--- src/rtl/plat_irq_pkg.sv ---
package plat_irq_pkg;

  typedef enum logic [2:0] {
    RG_NONE  = 3'd0,
    RG_PRIO  = 3'd1,
    RG_PEND  = 3'd2,
    RG_EN    = 3'd3,
    RG_THR   = 3'd4,
    RG_CLAIM = 3'd5
  } region_e;

  // number of 32-bit words needed for one bit per source
  function automatic int unsigned word_count(input int unsigned n);
    return (n + 31) / 32;
  endfunction

  // half-open address window test
  function automatic logic in_window(input logic [31:0] a, input logic [31:0] base,
                                     input logic [31:0] len);
    return (a >= base) && (a < base + len);
  endfunction

  // threshold write acceptance
  function automatic logic thr_ok(input logic [31:0] v, input int unsigned max_prio);
    return v <= max_prio;
  endfunction

endpackage

--- src/rtl/plat_irq_decode.sv ---
module plat_irq_decode
  import plat_irq_pkg::*;
#(
  parameter int unsigned ADDR_W     = 16,
  parameter int unsigned NUM_SRC    = 32,
  parameter int unsigned NUM_CTX    = 2,
  parameter int unsigned CTX_W      = 1,
  parameter int unsigned IDX_W      = 5,
  parameter int unsigned PRIO_BASE  = 32'h0000,
  parameter int unsigned PEND_BASE  = 32'h1000,
  parameter int unsigned EN_BASE    = 32'h2000,
  parameter int unsigned EN_STRIDE  = 32'h0080,
  parameter int unsigned CTX_BASE   = 32'h4000,
  parameter int unsigned CTX_STRIDE = 32'h1000
) (
  input  logic [ADDR_W-1:0] addr,
  output region_e           region,
  output logic [CTX_W-1:0]  ctx,
  output logic [IDX_W-1:0]  idx
);

  localparam int unsigned NWORDS = word_count(NUM_SRC);
  localparam int unsigned EN_SH  = $clog2(EN_STRIDE);
  localparam int unsigned CX_SH  = $clog2(CTX_STRIDE);

  logic [31:0] a;
  logic [31:0] rel_en;
  logic [31:0] rel_cx;
  logic [31:0] en_off;
  logic [31:0] cx_off;

  assign a      = 32'(addr);
  assign rel_en = a - EN_BASE;
  assign rel_cx = a - CTX_BASE;
  assign en_off = rel_en & (EN_STRIDE - 1);
  assign cx_off = rel_cx & (CTX_STRIDE - 1);

  always_comb begin
    region = RG_NONE;
    ctx    = '0;
    idx    = '0;
    if (a[1:0] == 2'b00) begin
      if (in_window(a, PRIO_BASE, 4 * NUM_SRC)) begin
        region = RG_PRIO;
        idx    = IDX_W'((a - PRIO_BASE) >> 2);
      end else if (in_window(a, PEND_BASE, 4 * NWORDS)) begin
        region = RG_PEND;
        idx    = IDX_W'((a - PEND_BASE) >> 2);
      end else if (in_window(a, EN_BASE, NUM_CTX * EN_STRIDE)) begin
        if ((en_off >> 2) < NWORDS) begin
          region = RG_EN;
          ctx    = CTX_W'(rel_en >> EN_SH);
          idx    = IDX_W'(en_off >> 2);
        end
      end else if (in_window(a, CTX_BASE, NUM_CTX * CTX_STRIDE)) begin
        ctx = CTX_W'(rel_cx >> CX_SH);
        if (cx_off == 32'd0)      region = RG_THR;
        else if (cx_off == 32'd4) region = RG_CLAIM;
      end
    end
  end

endmodule

--- src/rtl/plat_irq_src_bank.sv ---
module plat_irq_src_bank #(
  parameter int unsigned NUM_SRC = 32,
  parameter int unsigned PRIO_W  = 3,
  parameter int unsigned IDX_W   = 5
) (
  input  logic                            clk,
  input  logic                            rst_n,
  input  logic [NUM_SRC-1:0]              src_level,
  input  logic [NUM_SRC-1:0]              claim_take,
  input  logic [NUM_SRC-1:0]              done_clr,
  input  logic                            prio_we,
  input  logic [IDX_W-1:0]                prio_idx,
  input  logic [PRIO_W-1:0]               prio_wdata,
  output logic [NUM_SRC-1:0]              pending,
  output logic [NUM_SRC-1:0]              claimed,
  output logic [NUM_SRC-1:0]              src_rise,
  output logic [NUM_SRC-1:0]              src_fall,
  output logic [NUM_SRC-1:0][PRIO_W-1:0]  prio
);

  logic [NUM_SRC-1:0] lvl_q;
  logic [NUM_SRC-1:0] pend_n;
  logic [NUM_SRC-1:0] clm_n;

  assign src_rise = src_level & ~lvl_q;
  assign src_fall = ~src_level & lvl_q;

  // claim is applied first, then input edges and completions
  always_comb begin
    for (int s = 0; s < NUM_SRC; s++) begin
      pend_n[s] = pending[s];
      if (claim_take[s]) pend_n[s] = 1'b0;
      if (src_rise[s])      pend_n[s] = 1'b1;
      else if (src_fall[s]) pend_n[s] = 1'b0;
      clm_n[s] = claimed[s];
      if (claim_take[s]) clm_n[s] = 1'b1;
      if (done_clr[s])   clm_n[s] = 1'b0;
    end
  end

  always_ff @(posedge clk or negedge rst_n) begin
    if (!rst_n) begin
      lvl_q   <= '0;
      pending <= '0;
      claimed <= '0;
      prio    <= '0;
    end else begin
      lvl_q   <= src_level;
      pending <= pend_n;
      claimed <= clm_n;
      for (int s = 0; s < NUM_SRC; s++) begin
        if (prio_we && (prio_idx == IDX_W'(s))) prio[s] <= prio_wdata;
      end
    end
  end

endmodule

--- src/rtl/plat_irq_pick.sv ---
module plat_irq_pick #(
  parameter int unsigned NUM_SRC = 32,
  parameter int unsigned PRIO_W  = 3,
  parameter int unsigned IDX_W   = 5
) (
  input  logic [NUM_SRC-1:0]             pending,
  input  logic [NUM_SRC-1:0]             claimed,
  input  logic [NUM_SRC-1:0]             enable,
  input  logic [NUM_SRC-1:0][PRIO_W-1:0] prio,
  input  logic [PRIO_W-1:0]              thr,
  output logic                           any,
  output logic [IDX_W-1:0]               win_idx,
  output logic [NUM_SRC-1:0]             win_hot
);

  logic [NUM_SRC-1:0] above;
  logic [NUM_SRC-1:0] elig;

  always_comb begin
    for (int s = 0; s < NUM_SRC; s++) above[s] = prio[s] > thr;
  end

  assign elig    = pending & ~claimed & enable & above;
  assign any     = |elig;
  // isolate the lowest set bit
  assign win_hot = elig & (~elig + NUM_SRC'(1));

  always_comb begin
    win_idx = '0;
    for (int s = NUM_SRC - 1; s >= 0; s--) begin
      if (elig[s]) win_idx = IDX_W'(s);
    end
  end

endmodule

--- src/rtl/plat_irq_ctrl.sv ---
module plat_irq_ctrl
  import plat_irq_pkg::*;
#(
  parameter int unsigned NUM_SRC    = 32,
  parameter int unsigned NUM_CTX    = 2,
  parameter int unsigned PRIO_W     = 3,
  parameter int unsigned ADDR_W     = 16,
  parameter int unsigned PRIO_BASE  = 32'h0000,
  parameter int unsigned PEND_BASE  = 32'h1000,
  parameter int unsigned EN_BASE    = 32'h2000,
  parameter int unsigned EN_STRIDE  = 32'h0080,
  parameter int unsigned CTX_BASE   = 32'h4000,
  parameter int unsigned CTX_STRIDE = 32'h1000
) (
  input  logic               clk,
  input  logic               rst_n,
  input  logic [NUM_SRC-1:0] src_level,
  input  logic               bus_valid,
  input  logic               bus_write,
  input  logic [ADDR_W-1:0]  bus_addr,
  input  logic [31:0]        bus_wdata,
  output logic [31:0]        bus_rdata,
  output logic               bus_err,
  output logic [NUM_CTX-1:0] irq_out
);

  localparam int unsigned CTX_W    = (NUM_CTX > 1) ? $clog2(NUM_CTX) : 1;
  localparam int unsigned IDX_W    = (NUM_SRC > 1) ? $clog2(NUM_SRC) : 1;
  localparam int unsigned MAX_PRIO = (1 << PRIO_W) - 1;

  // decode
  region_e          dec_region;
  logic [CTX_W-1:0] dec_ctx;
  logic [IDX_W-1:0] dec_idx;

  plat_irq_decode #(
    .ADDR_W(ADDR_W), .NUM_SRC(NUM_SRC), .NUM_CTX(NUM_CTX),
    .CTX_W(CTX_W), .IDX_W(IDX_W),
    .PRIO_BASE(PRIO_BASE), .PEND_BASE(PEND_BASE),
    .EN_BASE(EN_BASE), .EN_STRIDE(EN_STRIDE),
    .CTX_BASE(CTX_BASE), .CTX_STRIDE(CTX_STRIDE)
  ) u_dec (
    .addr(bus_addr), .region(dec_region), .ctx(dec_ctx), .idx(dec_idx)
  );

  // named access events
  logic rd_fire, wr_fire;
  logic claim_fire, cpl_fire, prio_we, en_we, thr_we, thr_accept, acc_err;

  assign rd_fire    = bus_valid && !bus_write;
  assign wr_fire    = bus_valid &&  bus_write;
  assign claim_fire = rd_fire && (dec_region == RG_CLAIM);
  assign cpl_fire   = wr_fire && (dec_region == RG_CLAIM);
  assign prio_we    = wr_fire && (dec_region == RG_PRIO);
  assign en_we      = wr_fire && (dec_region == RG_EN);
  assign thr_we     = wr_fire && (dec_region == RG_THR);
  assign thr_accept = thr_we && thr_ok(bus_wdata, MAX_PRIO);
  assign acc_err    = bus_valid &&
                      ((dec_region == RG_NONE) || (bus_write && (dec_region == RG_PEND)));

  // per-context configuration
  logic [NUM_CTX-1:0][NUM_SRC-1:0] en_q;
  logic [NUM_CTX-1:0][PRIO_W-1:0]  thr_q;

  always_ff @(posedge clk or negedge rst_n) begin
    if (!rst_n) begin
      en_q  <= '0;
      thr_q <= '0;
    end else begin
      if (en_we) begin
        for (int s = 0; s < NUM_SRC; s++) begin
          if ((s / 32) == int'(dec_idx)) en_q[dec_ctx][s] <= bus_wdata[s % 32];
        end
      end
      if (thr_accept) thr_q[dec_ctx] <= bus_wdata[PRIO_W-1:0];
    end
  end

  // source state
  logic [NUM_SRC-1:0]             pending, claimed, src_rise, src_fall;
  logic [NUM_SRC-1:0]             claim_take, done_clr;
  logic [NUM_SRC-1:0][PRIO_W-1:0] prio_q;

  plat_irq_src_bank #(
    .NUM_SRC(NUM_SRC), .PRIO_W(PRIO_W), .IDX_W(IDX_W)
  ) u_bank (
    .clk(clk), .rst_n(rst_n), .src_level(src_level),
    .claim_take(claim_take), .done_clr(done_clr),
    .prio_we(prio_we), .prio_idx(dec_idx), .prio_wdata(bus_wdata[PRIO_W-1:0]),
    .pending(pending), .claimed(claimed),
    .src_rise(src_rise), .src_fall(src_fall), .prio(prio_q)
  );

  // one selector per context
  logic [NUM_CTX-1:0]              ctx_any;
  logic [NUM_CTX-1:0][IDX_W-1:0]   ctx_win;
  logic [NUM_CTX-1:0][NUM_SRC-1:0] ctx_hot;

  for (genvar c = 0; c < NUM_CTX; c++) begin : g_ctx
    plat_irq_pick #(
      .NUM_SRC(NUM_SRC), .PRIO_W(PRIO_W), .IDX_W(IDX_W)
    ) u_pick (
      .pending(pending), .claimed(claimed), .enable(en_q[c]),
      .prio(prio_q), .thr(thr_q[c]),
      .any(ctx_any[c]), .win_idx(ctx_win[c]), .win_hot(ctx_hot[c])
    );
  end

  assign irq_out = ctx_any;

  // claim and completion
  logic             claim_any;
  logic [IDX_W-1:0] claim_id;

  assign claim_any  = ctx_any[dec_ctx];
  assign claim_id   = ctx_win[dec_ctx];
  assign claim_take = claim_fire ? ctx_hot[dec_ctx] : '0;

  always_comb begin
    for (int s = 0; s < NUM_SRC; s++) done_clr[s] = cpl_fire && (bus_wdata == 32'(s));
  end

  // read mux and response register
  logic [31:0] rd_next;

  always_comb begin
    rd_next = '0;
    case (dec_region)
      RG_PRIO: rd_next = 32'(prio_q[dec_idx]);
      RG_PEND: begin
        for (int s = 0; s < NUM_SRC; s++) begin
          if ((s / 32) == int'(dec_idx)) rd_next[s % 32] = pending[s];
        end
      end
      RG_EN: begin
        for (int s = 0; s < NUM_SRC; s++) begin
          if ((s / 32) == int'(dec_idx)) rd_next[s % 32] = en_q[dec_ctx][s];
        end
      end
      RG_THR:   rd_next = 32'(thr_q[dec_ctx]);
      RG_CLAIM: rd_next = claim_any ? 32'(claim_id) : 32'd0;
      default:  rd_next = '0;
    endcase
  end

  always_ff @(posedge clk or negedge rst_n) begin
    if (!rst_n) begin
      bus_rdata <= '0;
      bus_err   <= 1'b0;
    end else begin
      bus_err   <= acc_err;
      bus_rdata <= rd_fire ? rd_next : 32'd0;
    end
  end

endmodule

--- config.mk ---
export PLATFORM = sky130hd
export DESIGN_NAME = plat_irq_ctrl
export DESIGN_NICKNAME = d
export VERILOG_FILES = /design/src/rtl/plat_irq_pkg.sv /design/src/rtl/plat_irq_decode.sv /design/src/rtl/plat_irq_src_bank.sv /design/src/rtl/plat_irq_pick.sv /design/src/rtl/plat_irq_ctrl.sv
export SDC_FILE = /design/constraint.sdc
export NUM_CORES = 1
export LEC_CHECK = 0
export ABC_AREA = 1
export BUFFER_PORTS_ARGS = -buffer_cell sky130_fd_sc_hd__buf_4
export CAP_MARGIN = 15
export CORE_MARGIN = 1.5
export CORE_UTILIZATION = 30
export CTS_BUF_LIST = sky130_fd_sc_hd__clkbuf_8
export DETAILED_ROUTE_END_ITERATION = 10
export GPL_ROUTABILITY_DRIVEN = 0
export SYNTH_ARGS = -nofsm -noshare
export SYNTH_HDL_FRONTEND = slang
export SYNTH_SLANG_ARGS = --single-unit
--- constraint.sdc ---
create_clock -name clk -period 7.4 [get_ports clk]
set_input_delay 0.37 -clock clk [delete_from_list [all_inputs] [get_ports clk]]
set_output_delay 0.37 -clock clk [all_outputs]
set_load 0.01 [all_outputs]
==> results.md, run 1 <==
* Status: finished, final reports clean
* Crit-path max FO at 17
* Layout cells sized above 1 at 9.49%
* Via count at around 18000
* Final Cycle Share at slightly below 60%
* Area grow syn2layout at 17.2%
* Worst EP required at 7910 ps
* Synthesized cell area at roughly 19000 um2
* Combinational Power Share at 6.2%
* CTS tree: done
* Placed cell area at roughly 20000 um2
* Net Sw Power at 855 uW
* Dpl cells at 3255
* Clock Sinks at 295
* Yosys reg bits at 295
* RR Startpoint: thr_q[5]
* Tot Pwr at between 3 and 4 mW
* Worst slew pin tran at approximately 1100 ps
* Die height at 251 um
* LEAKAGE at 11.2 nW
* Row count at 90
* Clock-pin transition on the worst setup and hold timing paths at 60 ps
* Hold Vio Cnt, Final at 0
* IO Port Bufs at roughly 120
* Fin cells at 3376
* Hold Path Class: primary input to flop
* Reg2reg setup slack at approximately 3100 ps
* Fill count at between 6000 and 7000
* Largest net degree at the start of global routing at just over 80
* Worst reg-to-reg path cell count at 18
* RSZ-0062 raised after global routing: false
* Kind of critical path: flop to flop
* CTS root buffer: clkbuf_8
* Initial antenna violation count at 4
* Setup ws final at 3130 ps
* Antenna viol nets, final at 0
* DP Wirelength at 49.7 mm
* Internal power at 2.52 mW
* # DRC at 0
* Clk Latency, worst-skew pair at 620 ps
* Final Max Tran Viols at 0
* Post-synth EDFFs at 0
* Clock skew at 30.4 ps
* Post-synth cell types at 53
* Async SR Flop Fraction at 100%
* Num ports at roughly 120
* Routed WL at between 60 and 70 mm
* Core ar. at around 60000 um2
* Sw Ratio at 25.3%
* Slew headroom at 26.4%
* Syn avg cell area at between 7 and 8 um2
* Synth Warn # at 0
* Hold path cells at 3
* Hold EP: en_q[38]
* Ys flop type: dfrtp_1
* RR Endpoint: u_bank.claimed[17]
* Design Area, Final at 21700 um2
* All-layer global routing usage at 20.4%
* DR pass1 iterations at 5
* Post-detailed-route wirelength per cell at 19.3 um
* Die ar. at 63200 um2
* Part of the power in registers at 49.2%
* Fin crit period at 4270 ps
* PwrDens at 156 nW/um2
* Finished Core Util at 35.8%
* Syn Nets at 2666
* Starting Density at between 30% and 40%
* GRT overflow at 0
* Critical Path End Type: flop
* FF+latch area at 7380 um2
* Fin nets at 2834
* Clock power frac at between 40% and 50%
* VDD IR max at ~0.085 mV
* Final Setup Violations at 0
* Fmax at 234 MHz
* Via/cell ratio at 5.20
* Hold path start: bus_wdata[6]
* Num CTS Buffers at 49
* Die width at between 200 and 300 um
* Setup crit start: thr_q[5]
* CP startpoint kind: flop
* Area of the multi-input gates at 9970 um2
* Setup tns final at 0 ps
* Seq/Total Area, Yosys at between 30% and 40%
* Resized cells post-CTS at 0
* Bufs on Longest Clock Path at 3
* First-pass GRT wire length at between 90 and 100 mm
* Arrival time worst endpoint at approximately 4800 ps
* Mapped Cells at 2390
* Setup Buffers After CTS at 0
* Worst hold margin at approximately 45 ps
* Vias in the first global route at 16300
* MaxCap Viol Count at 0
* Pre-CTS WS at about 3300 ps
* Initial DRC count at around 2000
* Htree depth at 2
[routing by layer]
layer  GRT usage (%)  wire length (um)
met5               0                34
met2            30.2             27600
met3            3.99              5080
met4            6.66              2080
met1            29.6             30400
[registers in the layout (all words and copies together), names as in the netlist]
| register | flops |
|---|---|
| bus_rdata | 32 |
| bus_err | 1 |
| u_bank.claimed | 32 |
| thr_q | 6 |
| en_q | 64 |
| u_bank.pending | 32 |
| u_bank.prio | 96 |
| u_bank.lvl_q | 32 |
[cell type report]
class,count,share of cell area (%)
multi-input cells,1782,45.9
flip-flops and latches,295,34.0
repair buffers,180,6.66
well taps,782,4.51
inverters,250,4.32
clock buffers,58,3.68
clock inverters,27,0.864
diodes,2,0.0231
[placed cells by master (no fill, tap or decap), types with 6 or more instances in the layout]
cell type / n
nor3_1: 33
nor4_1: 14
inv_2: 6
o21ai_0: 304
a21oi_1: 123
o2bb2ai_1: 12
clkinv_1: 6
o22ai_1: 49
ha_1: 192
nand2_1: 599
nand4_1: 66
buf_4: 145
a2bb2oi_1: 6
dlygate4sd3_1: 33
a32oi_1: 7
nand3_1: 114
inv_1: 259
nor2_1: 156
a31oi_1: 19
o21ai_1: 9
o31ai_1: 8
o211ai_1: 8
clkbuf_8: 58
dfrtp_1: 294
nand2_2: 10
[power groups by stage]
stage	Clock, mW	Combinational (mW)	Sequential (mW)
after floorplan	0	0.0731	1.68
after global placement	0	0.194	1.69
after detailed placement	0	0.196	1.69
after CTS	1.54	0.210	1.66
after global routing	1.61	0.233	1.67
final	1.51	0.209	1.66
[worst max-delay path, cell delays in order, from the launching register on]
cell	delay (ps)
dfrtp_1	350
clkinv_1	560
ha_1	590
a21oi_1	150
o21ai_0	100
nand4_1	170
nand2_1	100
inv_1	80
nand3_1	180
nor2_1	320
inv_1	150
nor2_1	220
nand2_1	110
nor3_1	320
inv_1	60
o21ai_0	130
o21ai_0	100
nor3_1	270
a2bb2oi_1	200
[worst max path at each step]
stage	endpoint	slack, ps	depth (start not counted)
detailed placement	u_bank.claimed[17]	3300	18
finish	u_bank.claimed[17]	3130	18
global placement	u_bank.claimed[31]	3340	20
global route	u_bank.pending[17]	2760	18
CTS	u_bank.claimed[17]	3270	18
floorplan	u_bank.pending[27]	3910	19
[cell usage after synthesis (7+ instances only)]
| cell type | count | share of area [%] |
|---|---|---|
| a21oi_1 | 123 | 3.3 |
| a31oi_1 | 19 | 0.64 |
| a32oi_1 | 7 | 0.33 |
| clkbuf_1 | 57 | 1.2 |
| dfrtp_1 | 295 | 40 |
| ha_1 | 192 | 13 |
| inv_1 | 239 | 4.8 |
| nand2_1 | 601 | 12 |
| nand2_2 | 8 | 0.27 |
| nand3_1 | 115 | 3.1 |
| nand4_1 | 66 | 2.2 |
| nor2_1 | 158 | 3.2 |
| nor3_1 | 35 | 0.95 |
| nor4_1 | 14 | 0.47 |
| o211ai_1 | 8 | 0.32 |
| o21ai_0 | 304 | 8.2 |
| o21ai_1 | 9 | 0.24 |
| o22ai_1 | 49 | 1.7 |
| o2bb2ai_1 | 12 | 0.57 |
| o31ai_1 | 8 | 0.32 |
[cell families (layout without fill, tap and decap cells)]
group | count (synthesis) | count (layout) | share of synthesized area [%]
adder cells (fa/ha/maj) | 192 | 192 | 13.0
AO/OA/AOI/OAI | 573 | 573 | 17.2
other | 0 | 2 | 0
buffers and inverters | 313 | 515 | 6.44
flip-flops | 295 | 295 | 39.8
AND/OR/NAND/NOR | 1017 | 1017 | 23.5
[timing repair]
item,4_1_cts,5_1_grt
endpoints found under the hold margin,139,0
hold buffers,33,0
setup endpoints to repair,0,0
(Power assumes the default switching activity.)
==> run 2: changes to the inputs <==
==> constraint.sdc (replaced) <==
create_clock -name clk -period 3.64 [get_ports clk]
set_input_delay 0.182 -clock clk [delete_from_list [all_inputs] [get_ports clk]]
set_output_delay 0.182 -clock clk [all_outputs]
set_load 0.01 [all_outputs]
==> run 2 against run 1 <==
  * Register-to-register slack worse by 2900 ps
  * Critical path type unchanged
  * First-iteration DRC count up 1.0%
  * Clock skew up 5.1 ps
  * Worst hold slack about the same
  * Sequential share of layout area down 1.7 points
  * Die area unchanged
  * Critical path depth down 1
==> results.md, run 2 (same netlist as run 1, synthesis figures left out) <==
* # DRC at 0 (unchanged)
* RR Endpoint: u_bank.claimed[20] (was u_bank.claimed[17])
* Vias in the first global route at 16500 (was 16300)
* Arrival time worst endpoint at 3960 ps (was 4780 ps)
* First-pass GRT wire length at 99.8 mm (was 99.0 mm)
* CTS root buffer: clkbuf_8 (unchanged)
* Kind of critical path: flop to flop (unchanged)
* Initial DRC count at 1985 (was 1965)
* Die ar. at 63200 um2 (unchanged)
* Finished Core Util at 37.6% (was 35.8%)
* Hold Vio Cnt, Final at 0 (unchanged)
* Fin nets at 2925 (was 2834)
* RSZ-0062 raised after global routing: false (unchanged)
* VDD IR max at 0.186 mV (was 0.0849 mV)
* Hold path start: bus_wdata[2] (was bus_wdata[6])
* Hold Path Class: primary input to flop (unchanged)
* Largest register FFs at 96 (unchanged)
* Largest net degree at the start of global routing at 96 (was 83)
* Most common cell after layout, fill and taps aside: nand2_1 (unchanged)
* Antenna viol nets, final at 0 (unchanged)
* Hold EP: u_bank.claimed[12] (was en_q[38])
* Worst EP required at 4170 ps (was 7910 ps)
* Clk Latency, worst-skew pair at 620 ps (about the same)
* GRT overflow at 0 (unchanged)
* Hold path cells at 4 (was 3)
* Layout cells sized above 1 at 12.3% (was 9.49%)
* Htree depth at 2 (unchanged)
* Num CTS Buffers at 49 (unchanged)
* RR Startpoint: thr_q[5] (unchanged)
* Num ports at 119 (unchanged)
* Largest Register: u_bank.prio (unchanged)
* Starting Density at 30.5% (unchanged)
* Clock-pin transition on the worst setup and hold timing paths at 70 ps (was 60 ps)
* Row count at 90 (unchanged)
* Die width at 251 um (unchanged)
* Tot Pwr at 7.34 mW (was 3.38 mW)
* Crit-path max FO at 15 (was 17)
* PwrDens at 321 nW/um2 (was 156 nW/um2)
* Bufs on Longest Clock Path at 3 (unchanged)
* Worst slew pin tran at 816 ps (was 1100 ps)
* CP startpoint kind: flop (unchanged)
* Fin cells at 3473 (was 3376)
* CTS tree: done (unchanged)
* Via count at 18000 (was 17500)
* Final Max Tran Viols at 0 (unchanged)
* Worst reg-to-reg path cell count at 17 (was 18)
* Final Setup Violations at 0 (unchanged)
* Slew headroom at 45.6% (was 26.4%)
* Clock Sinks at 295 (unchanged)
* Post-detailed-route wirelength per cell at 19.0 um (was 19.3 um)
* IO Port Bufs at 118 (unchanged)
* Final Cycle Share at 94.3% (was 57.6%)
* All-layer global routing usage at 20.5% (was 20.4%)
* Status: finished, final reports clean (unchanged)
* Core ar. at 60700 um2 (unchanged)
* Via/cell ratio at 5.17 (was 5.20)
* Setup tns final at 0 ps (unchanged)
* Largest registers: u_bank.prio (96), en_q (64) (unchanged)
* DR pass1 iterations at 6 (was 5)
* MaxCap Viol Count at 0 (unchanged)
* DP Wirelength at 50.4 mm (was 49.7 mm)
* Fmax at 291 MHz (was 234 MHz)
* Critical Path End Type: flop (unchanged)
* Area grow syn2layout at 23.3% (was 17.2%)
* LEAKAGE at 11.8 nW (was 11.2 nW)
* Clock skew at 35.6 ps (was 30.4 ps)
* Fin crit period at 3430 ps (was 4270 ps)
* Routed WL at 66.1 mm (was 65.2 mm)
* Most frequent cells in the layout: nand2_1, o21ai_0, dfrtp_1, inv_1 (was nand2_1, o21ai_0, dfrtp_1, inv_1, ha_1)
* Initial antenna violation count at 2 (was 4)
* Dpl cells at 3312 (was 3255)
* Reg2reg setup slack at 210 ps (was 3130 ps)
* Die height at 251 um (unchanged)
run 2: worst max-delay path, cell delays in order (launching register included):
cell and delay, ps:
dfrtp_1 380, inv_1 110, buf_12 170, ha_1 270, a21oi_1 140, o21ai_0 100, nand4_1 210, nand2_1 170
nor2_1 280, nand2_1 140, inv_1 70, nand2_1 140, nor2_1 210, buf_4 150, inv_1 40, o32ai_1 480
a21oi_1 130, a31oi_1 170
run 2: where the power goes:
group / internal (mW) / leakage [nW] / switching, mW / total [mW]
clock: 2.00 / 0.628 / 1.49 / 3.49
combinational: 0.174 / 7.19 / 0.293 / 0.467
sequential: 3.34 / 3.94 / 0.0410 / 3.38
total: 5.51 / 11.8 / 1.83 / 7.34
run 2: worst max-delay path by stage:
stage / from / end / slack, ps / cells past startpoint
after global placement: thr_q[2] / u_bank.pending[31] / 210 / 20
after floorplan: thr_q[2] / u_bank.pending[27] / 150 / 19
after CTS: thr_q[2] / u_bank.claimed[31] / 50 / 20
after global routing: thr_q[2] / u_bank.pending[27] / 5 / 20
after detailed placement: thr_q[2] / u_bank.pending[31] / 100 / 20
final: thr_q[5] / u_bank.claimed[20] / 210 / 17
run 2: repair_timing:
action,in CTS,in global routing
endpoints found under the hold margin,219,0
hold buffers,67,0
setup buffers,0,1
resized for setup,0,19
setup endpoints to repair,0,18
run 2: layout make-up:
cell class | instances | area (um2)
Clock inverter | 24 | 241
Antenna cell | 2 | 5.00
Multi-Input combinational cell | 1782 | 10000
Inverter | 250 | 938
Timing Repair Buffer | 271 | 2340
Clock buffer | 67 | 922
Sequential cell | 295 | 7380
Fill cell | 6255 | 37900
Tap cell | 782 | 978
run 2: metrics by stage:
| stage | setup slack [ps] | hold WS (ps) | cell area (um2) |
|---|---|---|---|
| 2_1_floorplan | 155 | -114 | 18500 |
| 3_3_place_gp | 215 | 274 | 20900 |
| 3_5_place_dp | 100 | 273 | 20900 |
| 4_1_cts | 50.5 | 16.8 | 22800 |
| 5_1_grt | 4.73 | 51.5 | 22800 |
| 6_report | 206 | 44.8 | 22800 |
run 2: per-layer routing:
layer | wire length (um) | track usage, % | up-vias
li1 | - | - | 8736
met1 | 30900 | 30.1 | 8350
met2 | 27800 | 30.0 | 745
met3 | 4860 | 3.21 | 132
met4 | 2510 | 7.97 | 2
met5 | 14 | 0 | -
